==> config.mk <==
export PLATFORM = sky130hd
export DESIGN_NAME = acc_exec_unit
export DESIGN_NICKNAME = d
export VERILOG_FILES = /design/src/rtl/acc_exec_pkg.sv /design/src/rtl/acc_exec_decode.sv /design/src/rtl/acc_exec_alu.sv /design/src/rtl/acc_exec_unit.sv
export SDC_FILE = /design/constraint.sdc
export NUM_CORES = 1
export LEC_CHECK = 0
export ABC_AREA = 1
export BUFFER_PORTS_ARGS = -buffer_cell sky130_fd_sc_hd__clkbuf_2
export CAP_MARGIN = 0
export CELL_PAD_IN_SITES_DETAIL_PLACEMENT = 0
export CELL_PAD_IN_SITES_GLOBAL_PLACEMENT = 2
export CORE_ASPECT_RATIO = 1.75
export CORE_MARGIN = 2
export CORE_UTILIZATION = 31
export CTS_CLUSTER_DIAMETER = 50
export DETAILED_ROUTE_END_ITERATION = 16
export PLACE_DENSITY_LB_ADDON = 0.1
export REMOVE_ABC_BUFFERS = 1
export SKIP_LAST_GASP = 1
export SYNTH_ARGS = -nofsm -noshare
export SYNTH_HDL_FRONTEND = slang
export SYNTH_SLANG_ARGS = --single-unit
==> constraint.sdc <==
create_clock -name clk_i -period 5.7 [get_ports clk_i]
set_input_delay 0.285 -clock clk_i [delete_from_list [all_inputs] [get_ports clk_i]]
set_output_delay 0.285 -clock clk_i [all_outputs]
set_load 0.1 [all_outputs]
==> src/rtl/acc_exec_pkg.sv <==
package acc_exec_pkg;
  localparam int INSTR_W = 14;
  localparam int DATA_W  = 8;
  localparam int FADDR_W = 7;
  localparam int JUMP_W  = 11;
  localparam int BIT_W   = $clog2(DATA_W);
  localparam int NIB_W   = DATA_W / 2;

  typedef enum logic [4:0] {
    OP_NONE, OP_ADD, OP_SUB, OP_AND, OP_IOR, OP_XOR, OP_COM, OP_INC, OP_DEC,
    OP_MOVA, OP_CLR, OP_RLF, OP_RRF, OP_SWAP, OP_BCLR, OP_BSET, OP_MOVW
  } alu_op_e;

  typedef enum logic [1:0] {SK_NONE, SK_ZERO, SK_BITCLR, SK_BITSET} skip_e;

  typedef struct packed {
    alu_op_e op;
    logic    use_lit;
    logic    wr_f;
    logic    wr_w;
    logic    upd_c;
    logic    upd_dc;
    logic    upd_z;
    skip_e   skip;
    logic    jump;
    logic    push;
    logic    pop;
  } dec_t;
endpackage

==> src/rtl/acc_exec_decode.sv <==
module acc_exec_decode
  import acc_exec_pkg::*;
(
  input  logic [INSTR_W-1:0] instr_i,
  output dec_t               dec_o
);
  logic [3:0] nib;
  logic       dst_f;

  assign nib   = instr_i[11:8];
  assign dst_f = instr_i[FADDR_W];

  always_comb begin
    dec_o = '{op: OP_NONE, use_lit: 1'b0, wr_f: 1'b0, wr_w: 1'b0, upd_c: 1'b0,
              upd_dc: 1'b0, upd_z: 1'b0, skip: SK_NONE, jump: 1'b0, push: 1'b0,
              pop: 1'b0};
    unique case (instr_i[13:12])
      2'b00: begin
        // byte class: result destination picked by d
        dec_o.wr_f = dst_f;
        dec_o.wr_w = !dst_f;
        unique case (nib)
          4'b0000: begin
            dec_o.wr_w = 1'b0;
            if (dst_f) begin
              dec_o.op = OP_MOVW;
            end else begin
              dec_o.wr_f = 1'b0;
              // fixed control words; only the two returns act here
              if (instr_i[6:0] == 7'h08 || instr_i[6:0] == 7'h09) dec_o.pop = 1'b1;
            end
          end
          4'b0001: begin dec_o.op = OP_CLR;  dec_o.upd_z = 1'b1; end
          4'b0010: begin dec_o.op = OP_SUB;  dec_o.upd_c = 1'b1; dec_o.upd_dc = 1'b1; dec_o.upd_z = 1'b1; end
          4'b0111: begin dec_o.op = OP_ADD;  dec_o.upd_c = 1'b1; dec_o.upd_dc = 1'b1; dec_o.upd_z = 1'b1; end
          4'b0101: begin dec_o.op = OP_AND;  dec_o.upd_z = 1'b1; end
          4'b0100: begin dec_o.op = OP_IOR;  dec_o.upd_z = 1'b1; end
          4'b0110: begin dec_o.op = OP_XOR;  dec_o.upd_z = 1'b1; end
          4'b1001: begin dec_o.op = OP_COM;  dec_o.upd_z = 1'b1; end
          4'b0011: begin dec_o.op = OP_DEC;  dec_o.upd_z = 1'b1; end
          4'b1010: begin dec_o.op = OP_INC;  dec_o.upd_z = 1'b1; end
          4'b1000: begin dec_o.op = OP_MOVA; dec_o.upd_z = 1'b1; end
          4'b1011: begin dec_o.op = OP_DEC;  dec_o.skip = SK_ZERO; end
          4'b1111: begin dec_o.op = OP_INC;  dec_o.skip = SK_ZERO; end
          4'b1100: begin dec_o.op = OP_RRF;  dec_o.upd_c = 1'b1; end
          4'b1101: begin dec_o.op = OP_RLF;  dec_o.upd_c = 1'b1; end
          4'b1110: begin dec_o.op = OP_SWAP; end
          default: ;
        endcase
      end
      2'b01: begin
        unique case (instr_i[11:10])
          2'b00: begin dec_o.op = OP_BCLR; dec_o.wr_f = 1'b1; end
          2'b01: begin dec_o.op = OP_BSET; dec_o.wr_f = 1'b1; end
          2'b10: dec_o.skip = SK_BITCLR;
          default: dec_o.skip = SK_BITSET;
        endcase
      end
      2'b10: begin
        dec_o.jump = 1'b1;
        dec_o.push = !instr_i[11];
      end
      default: begin
        dec_o.use_lit = 1'b1;
        casez (nib)
          4'b00??: begin dec_o.op = OP_MOVA; dec_o.wr_w = 1'b1; end
          4'b01??: begin dec_o.op = OP_MOVA; dec_o.wr_w = 1'b1; dec_o.pop = 1'b1; end
          4'b1000: begin dec_o.op = OP_IOR;  dec_o.wr_w = 1'b1; dec_o.upd_z = 1'b1; end
          4'b1001: begin dec_o.op = OP_AND;  dec_o.wr_w = 1'b1; dec_o.upd_z = 1'b1; end
          4'b1010: begin dec_o.op = OP_XOR;  dec_o.wr_w = 1'b1; dec_o.upd_z = 1'b1; end
          4'b110?: begin
            dec_o.op = OP_SUB; dec_o.wr_w = 1'b1;
            dec_o.upd_c = 1'b1; dec_o.upd_dc = 1'b1; dec_o.upd_z = 1'b1;
          end
          4'b111?: begin
            dec_o.op = OP_ADD; dec_o.wr_w = 1'b1;
            dec_o.upd_c = 1'b1; dec_o.upd_dc = 1'b1; dec_o.upd_z = 1'b1;
          end
          default: ;
        endcase
      end
    endcase
  end
endmodule

==> src/rtl/acc_exec_alu.sv <==
module acc_exec_alu
  import acc_exec_pkg::*;
(
  input  alu_op_e           op_i,
  input  logic [DATA_W-1:0] a_i,
  input  logic [DATA_W-1:0] w_i,
  input  logic              c_i,
  input  logic [BIT_W-1:0]  bsel_i,
  output logic [DATA_W-1:0] res_o,
  output logic              c_o,
  output logic              dc_o
);
  logic [DATA_W-1:0] bop;
  logic              cin;
  logic [NIB_W:0]    lo_sum;
  logic [DATA_W:0]   full_sum;
  logic [DATA_W-1:0] mask;

  // subtract as operand + ~W + 1 so C reads as "no borrow"
  assign bop      = (op_i == OP_SUB) ? ~w_i : w_i;
  assign cin      = (op_i == OP_SUB);
  assign lo_sum   = {1'b0, a_i[NIB_W-1:0]} + {1'b0, bop[NIB_W-1:0]} + {{NIB_W{1'b0}}, cin};
  assign full_sum = {1'b0, a_i} + {1'b0, bop} + {{DATA_W{1'b0}}, cin};

  for (genvar i = 0; i < DATA_W; i++) begin : g_mask
    assign mask[i] = (bsel_i == BIT_W'(i));
  end

  always_comb begin
    res_o = a_i;
    c_o   = c_i;
    dc_o  = lo_sum[NIB_W];
    unique case (op_i)
      OP_ADD, OP_SUB: begin res_o = full_sum[DATA_W-1:0]; c_o = full_sum[DATA_W]; end
      OP_AND:  res_o = a_i & w_i;
      OP_IOR:  res_o = a_i | w_i;
      OP_XOR:  res_o = a_i ^ w_i;
      OP_COM:  res_o = ~a_i;
      OP_INC:  res_o = a_i + DATA_W'(1);
      OP_DEC:  res_o = a_i - DATA_W'(1);
      OP_CLR:  res_o = '0;
      OP_RLF:  begin res_o = {a_i[DATA_W-2:0], c_i}; c_o = a_i[DATA_W-1]; end
      OP_RRF:  begin res_o = {c_i, a_i[DATA_W-1:1]}; c_o = a_i[0]; end
      OP_SWAP: res_o = {a_i[NIB_W-1:0], a_i[DATA_W-1:NIB_W]};
      OP_BCLR: res_o = a_i & ~mask;
      OP_BSET: res_o = a_i | mask;
      OP_MOVW: res_o = w_i;
      default: res_o = a_i;
    endcase
  end
endmodule

==> src/rtl/acc_exec_unit.sv <==
module acc_exec_unit
  import acc_exec_pkg::*;
(
  input  logic               clk_i,
  input  logic               rst_ni,
  input  logic [INSTR_W-1:0] instr_i,
  input  logic [DATA_W-1:0]  f_rdata_i,
  output logic [FADDR_W-1:0] f_addr_o,
  output logic               f_we_o,
  output logic [DATA_W-1:0]  f_wdata_o,
  output logic [DATA_W-1:0]  w_o,
  output logic               c_o,
  output logic               dc_o,
  output logic               z_o,
  output logic               flush_o,
  output logic               redirect_o,
  output logic               jump_o,
  output logic [JUMP_W-1:0]  jump_addr_o,
  output logic               push_o,
  output logic               pop_o
);
  dec_t              dec;
  logic [DATA_W-1:0] w_q, operand, res;
  logic              c_q, dc_q, z_q, squash_q;
  logic              c_new, dc_new, live, w_we, bit_val, skip_hit;
  logic [BIT_W-1:0]  bsel;

  acc_exec_decode u_decode (.instr_i(instr_i), .dec_o(dec));

  assign bsel    = instr_i[FADDR_W +: BIT_W];
  assign operand = dec.use_lit ? instr_i[DATA_W-1:0] : f_rdata_i;

  acc_exec_alu u_alu (
    .op_i(dec.op), .a_i(operand), .w_i(w_q), .c_i(c_q), .bsel_i(bsel),
    .res_o(res), .c_o(c_new), .dc_o(dc_new)
  );

  assign live    = !squash_q;
  assign bit_val = f_rdata_i[bsel];

  always_comb begin
    unique case (dec.skip)
      SK_ZERO:   skip_hit = (res == '0);
      SK_BITCLR: skip_hit = !bit_val;
      SK_BITSET: skip_hit = bit_val;
      default:   skip_hit = 1'b0;
    endcase
  end

  assign w_we        = live && dec.wr_w;
  assign f_we_o      = live && dec.wr_f;
  assign f_wdata_o   = res;
  assign f_addr_o    = instr_i[FADDR_W-1:0];
  assign jump_o      = live && dec.jump;
  assign push_o      = live && dec.push;
  assign pop_o       = live && dec.pop;
  assign jump_addr_o = instr_i[JUMP_W-1:0];
  assign redirect_o  = live && (skip_hit || dec.jump || dec.pop);
  assign flush_o     = squash_q;
  assign w_o  = w_q;
  assign c_o  = c_q;
  assign dc_o = dc_q;
  assign z_o  = z_q;

  always_ff @(posedge clk_i or negedge rst_ni) begin
    if (!rst_ni) begin
      w_q      <= '0;
      c_q      <= 1'b0;
      dc_q     <= 1'b0;
      z_q      <= 1'b0;
      squash_q <= 1'b0;
    end else begin
      squash_q <= redirect_o;
      if (w_we) w_q <= res;
      if (live && dec.upd_c)  c_q  <= c_new;
      if (live && dec.upd_dc) dc_q <= dc_new;
      if (live && dec.upd_z)  z_q  <= (res == '0);
    end
  end

  assert_one_dest_R2: assert property (@(posedge clk_i) disable iff (!rst_ni)
    $onehot0({f_we_o, w_we}));

  assert_rot_c_only_R5: assert property (@(posedge clk_i) disable iff (!rst_ni)
    (live && instr_i[13:9] == 5'b00110) |=> $stable({dc_o, z_o}));

  assert_bitop_flags_R6: assert property (@(posedge clk_i) disable iff (!rst_ni)
    (live && instr_i[13:12] == 2'b01) |=> $stable({c_o, dc_o, z_o}));

  assert_bit_single_R7: assert property (@(posedge clk_i) disable iff (!rst_ni)
    (live && instr_i[13:11] == 3'b010) |-> ($countones(f_wdata_o ^ f_rdata_i) <= 1));

  assert_push_is_jump_R9: assert property (@(posedge clk_i) disable iff (!rst_ni)
    push_o |-> (jump_o && redirect_o));

  assert_redirect_flush_R10: assert property (@(posedge clk_i) disable iff (!rst_ni)
    redirect_o |=> flush_o);

  assert_flush_quiet_R10: assert property (@(posedge clk_i) disable iff (!rst_ni)
    flush_o |-> (!f_we_o && !redirect_o && !jump_o && !pop_o));

  assert_flush_hold_R10: assert property (@(posedge clk_i) disable iff (!rst_ni)
    flush_o |=> $stable({w_o, c_o, dc_o, z_o}));
endmodule

Yosys cells after proc, flatten, opt, wreduce, memory -nomap -nowiden
Cells that the tools add are included.
{"block": "totals", "ff_bits": 12, "elab_cells": 136, "in_bits": 24, "out_inout_bits": 43}
{"block": "op_classes", "bitwise_logic": 8, "muxes": 32, "n_eq_ne": 48, "addsub": 6, "magnitude_cmp": 1, "reduce_logical": 36}
{"cell": "$pmux W8 S14", "n": 1}
{"cell": "$pmux W5 S14", "n": 1}
{"cell": "$eq A5 B4 Y1 const B", "n": 7}
{"cell": "$eq A4 B4 Y1 const B", "n": 8}
{"cell": "$not A8 Y8", "n": 3}
{"cell": "$pmux W4 S6", "n": 1}
{"cell": "$eq A5 B3 Y1 const B", "n": 4}
{"cell": "$eq A3 B3 Y1 const B", "n": 6}
{"cell": "$and A8 B8 Y8", "n": 2}
{"cell": "$eq A4 B3 Y1 const B", "n": 4}
{"cell": "$mux W8", "n": 2}
{"cell": "$or A8 B8 Y8", "n": 2}
{"cell": "$pmux W4 S2", "n": 2}
{"cell": "$reduce_or A2 Y1", "n": 8}
{"cell": "$pmux W5 S3", "n": 1}
{"cell": "$eq A7 B4 Y1 const B", "n": 2}
{"cell": "$mux W1", "n": 13}
{"cell": "$eq A5 B2 Y1 const B", "n": 2}
{"cell": "$reduce_or A10 Y1", "n": 1}
{"cell": "$add A8 B8 Y9", "n": 1}
{"cell": "$add A9 B1 Y9", "n": 1}
{"cell": "$logic_and A1 B1 Y1", "n": 9}
{"cell": "$add A8 B1 Y8 const B", "n": 1}
{"cell": "$eq A2 B2 Y1 const B", "n": 4}
{"cell": "30 further kinds", "n": 45}

Longest topological paths before layout
{"block": "depth", "depth_word": 14, "mapped_depth": 28}

By module
Synthesis repeated with hierarchy kept, for this count alone.
{"block": "unflattened", "hier_cells": 564, "hier_area_um2": 3173.0}
{"module": "acc_exec_alu", "cells_each": 377, "instances": 1, "area_each_um2": 1911.8}
{"module": "acc_exec_unit", "cells_each": 109, "instances": 1, "area_each_um2": 883.3}
{"module": "acc_exec_decode", "cells_each": 78, "instances": 1, "area_each_um2": 377.9}

Worst setup path after synthesis
OpenSTA, ideal clock, no wires.
{"block": "synth_timing", "path_type": "input to output", "startpoint": "in instr_i[11]", "endpoint": "out redirect_o", "slack_ps": 1139, "path_buffers": 1, "arrival_ps": 4276, "cell_stages": 25, "required_time_ps": 5415, "path_cell_list": "buf_4 nand2_2 inv_2 nand2_1 nand3_2 nand3_2 nor2_4 nand2_1 xor2_1 fa_1 nand3b_1 nand2_1 a21oi_1 o21ai_0 nand2_1 nor3b_1 nor2_1 nand2_1 nor2_1 nand4_1 nor2_1 nand2_1 nand2_1 nand2_1 a21oi_2"}
{"block": "synth_between", "elab_chain_len": 14, "elab_cells_between_ends": 63}
{"item": "start, declared", "line_no": "acc_exec_unit.sv:6", "rtl": "input logic [INSTR_W-1:0] instr_i,"}
{"item": "$eq A4 B4 Y1, or another cell as far along", "line_no": "acc_exec_decode.sv:22", "rtl": "unique case (nib)"}
{"item": "$reduce_or A2 Y1 (no source line)"}
{"item": "$pmux W5 S14 or $pmux W4 S6 (tied branches)", "line_no": "acc_exec_decode.sv:22, acc_exec_decode.sv:65"}
{"item": "$pmux W5 S3", "line_no": "acc_exec_decode.sv:17", "rtl": "unique case (instr_i[13:12])"}
{"item": "$eq A5 B2 Y1", "line_no": "acc_exec_alu.sv:20, acc_exec_alu.sv:21, acc_exec_alu.sv:33"}
{"item": "$mux W8", "line_no": "acc_exec_alu.sv:20", "rtl": "assign bop = (op_i == OP_SUB) ? ~w_i : w_i;"}
{"item": "$add A8 B8 Y9", "line_no": "acc_exec_alu.sv:23", "rtl": "assign full_sum = {1'b0, a_i} + {1'b0, bop} + {{DATA_W{1'b0}}, cin};"}
{"item": "$add A9 B1 Y9", "line_no": "acc_exec_alu.sv:23"}
{"item": "$pmux W8 S14", "line_no": "acc_exec_alu.sv:33", "rtl": "unique case (op_i)"}
{"item": "$logic_not A8 Y1", "line_no": "acc_exec_unit.sv:43", "rtl": "SK_ZERO: skip_hit = (res == '0);"}
{"item": "$pmux W1 S3", "line_no": "acc_exec_unit.sv:42", "rtl": "unique case (dec.skip)"}
{"item": "$logic_or A1 B1 Y1", "line_no": "acc_exec_unit.sv:58", "rtl": "assign redirect_o = live && (skip_hit || dec.jump || dec.pop);"}
{"item": "$logic_or A1 B1 Y1 (*)", "line_no": "acc_exec_unit.sv:58"}
{"item": "$logic_and A1 B1 Y1 (*)", "line_no": "acc_exec_unit.sv:58"}
{"item": "end, declared", "line_no": "acc_exec_unit.sv:16", "rtl": "output logic redirect_o,"}
Mark *: on every way between the ends. The rest lies on a longest branch, timed or not.

Worst setup path in the final report
Same ends and word-level chain as after synthesis.

==> flow_metrics.tcl <==
set metrics [dict create \
    outcome "finished, final reports clean" \
    clk_latency_ns 0.24 \
    core_mm2 0.0102 \
    antenna_cells 0 \
    worstMarginPinSlew_ns 1.07 \
    path_clk_slew_ns 0.05 \
    yosysMostFrequentCell "nand2_1" \
    via_per_inst 5.14 \
    hold_viol_final 0 \
    antenna_found_initial 0 \
    initial_utilization_pct 31.6 \
    finalMaxSlewViolations 0 \
    drt_first_pass_iters 4 \
    power_leakage_nw 1.88 \
    p_per_area_mw_per_mm2 387 \
    grtUsageMet1_pct 26.4 \
    max_slew_margin_pct 28.4 \
    synth_area_leader_cell "nand2_1" \
    drt_iter0_drc 265 \
    port_buffers 66 \
    dp_hpwl_um 11900 \
    die_h_um 139 \
    h-tree-depth 1 \
    drc_errors 0 \
    multi_input_area_mm2 0.00245 \
    cts_buffers 3 \
    worstPathRequired_ns 5.41 \
    die_x_um 81.0 \
    critical_path_class "input port to primary output" \
    n_fill_cell 1204 \
    area_delta_synth_final_pct 12.3 \
    synth_top_area_share_pct 18.0 \
    grtUsageTotal_pct 25.6 \
    syn_area_mm2 0.00322 \
    max-cap-violations 0 \
    cts.sink_count 12 \
    endpoint_kind "primary output" \
    drive_gt1_share_pct 22.5 \
    rows 49 \
    clk_path_buf_depth 2 \
    grt_setup_unrepaired "false" \
    period_share_pct 90.2 \
    vias 3777 \
    dieArea_mm2 0.0112 \
    wl_um 14100 \
    ys_ff_latch 12 \
    min_period_ns 5.14 \
    finalClockSkew_ns 0.00612 \
    postRouteAntennaNets 0 \
    cp.arrival_ns 4.86 \
    grt.busiest_layer "met2" \
    finalNetCount 648 \
    postSynthCellCount 565 \
    grt_overflow 0 \
    power.total_mw 1.40 \
    clock_tree.root_cell "clkbuf_16" \
    placedCellCount 730 \
    ys_warn_count 0 \
    grt_max_degree 18 \
    critPathLaunchType "input port" \
    routabilityCongestion 0.924 \
    wire_per_inst_um 19.2 \
    cts_hold_buf 1 \
    grt_pass1_vias 3817 \
    synth_cell_types 47 \
    layout.cells.non_filler 735 \
    hold_slack_ns 0.470 \
    ys_seq_area_share_pct 9.33 \
    met3_usage_pct 2.21 \
    max_freq_mhz 195 \
    synth_edf_count 0 \
    regArea_um2 300 \
    cts_tree "yes" \
    grtUsageMet2_pct 48.4 \
    syn_avg_cell_area_um2 5.69 \
    ir_drop_mv 0.424 \
    crit_fanout 15 \
    ys_async_sr_fraction_pct 100 \
    synth_area_leaders "nand2_1 (18%), nor2_1 (9.7%), dfrtp_1 (9.3%)" \
    ios 67 \
    cts-resized-gates 0 \
    synthTopCellsByCount "nand2_1 (154), nor2_1 (83), inv_1 (55)" \
    setup_viol 0 \
    hold_path_class "input port to asynchronous set/reset pin" \
    grt_pass1_wl_um 21500 \
    ys.flop_type "dfrtp_1" \
    cts_setup_buffers 0 \
    ff2ff_setup_slack_ns 2.39 \
    post-route-util_pct 35.5 \
    setup_tns_ns 0 \
]
## kinds of logic (layout without fill, tap and decap cells)
| group | Yosys count | in the layout | share of synthesized area, % |
|---|---|---|---|
| and+or+nand+nor | 329 | 329 | 46.6 |
| DFF | 12 | 12 | 9.33 |
| AOI/OAI and AO/OA | 91 | 91 | 18.1 |
| buffers and inverters | 100 | 143 | 14.7 |
| adders and majority gates | 15 | 15 | 6.30 |
| xor gates and xnor gates | 18 | 18 | 4.90 |
## sequential cells by signal, indices dropped and copies added, names as in the netlist
signal   cells
c_o          1
dc_o         1
flush_o      1
w_o          8
z_o          1
## layout make-up
class	count	area share [%]
inverters	71	7.44
well taps	127	4.40
repair buffers	68	9.63
flip-flops and latches	12	8.31
clock buffers	4	2.46
multi-input cells	453	67.8
## power breakdown
group | internal [mW] | total, mW | leakage (nW) | switching, mW
combinational | 0.230 | 1.07 | 1.70 | 0.845
clock | 0.106 | 0.146 | 0.0442 | 0.0394
sequential | 0.116 | 0.178 | 0.138 | 0.0627
total | 0.452 | 1.40 | 1.88 | 0.947
## layout by cell type, fill, tap and decap left out, drive strengths merged
master	instances
nand2	167
nor2	96
clkbuf	70
inv	69
nand3	42
o21ai	34
a21oi	28
ha	13
xor2	12
dfrtp	12
nand4	9
o211ai	9
o22ai	6
xnor2	6
nand3b	5
or2	4
nor3	3
a31oi	3
a22oi	3
a21o	2
clkinv	2
fa	2
o21a	1
a31o	1
nor3b	1
or3b	1
nor4	1
a32oi	1
o221ai	1
a311oi	1
a41oi	1
dlygate4sd3	1
buf	1
## final timing paths
kind	from	endpoint	depth (start not counted)
max reg2reg	w_o[0]	flush_o	20
max in group asynchronous	rst_ni	w_o[6]	2
min	rst_ni	w_o[2]	2
min reg2reg	z_o	z_o	2
max	instr_i[11]	redirect_o	26
min in group clk_i	z_o	z_o	2
## per-stage QoR
step,setup WS [ns],instance area (µm²)
after floorplan,1.23,3010
after detailed placement,0.579,3510
final,0.559,3610
after global routing,0.130,3610
after global placement,0.653,3510
after CTS,0.569,3610
## layer usage
layer / vias up / wire (µm) / part of all wire (%)
met3: 40 / 507 / 3.6
met2: 133 / 7720 / 55
met4: 0 / 907 / 6.4
li1: 1900 / - / -
met1: 1704 / 4960 / 35
met5: - / 0 / 0
## critical path: stages
cell and delay (ns):
clkbuf_2 0.22, inv_2 0.10, nand2_1 0.09, inv_1 0.07, nand2_2 0.24, nand3_2 0.23
nor2_4 0.25, nand2_1 0.28, xor2_1 0.26, fa_1 0.46, nand3b_1 0.20, nand2_1 0.12
a21oi_1 0.07, o21ai_0 0.24, nand2_1 0.11, nor3b_1 0.16, nor2_1 0.12, nand2_1 0.06
nor2_1 0.21, nand4_1 0.13, nor2_1 0.11, nand2_1 0.09, nand2_1 0.06, nand2_1 0.06
a21oi_2 0.13, clkbuf_2 0.48
No activity file was read; power rests on OpenSTA's default activity.
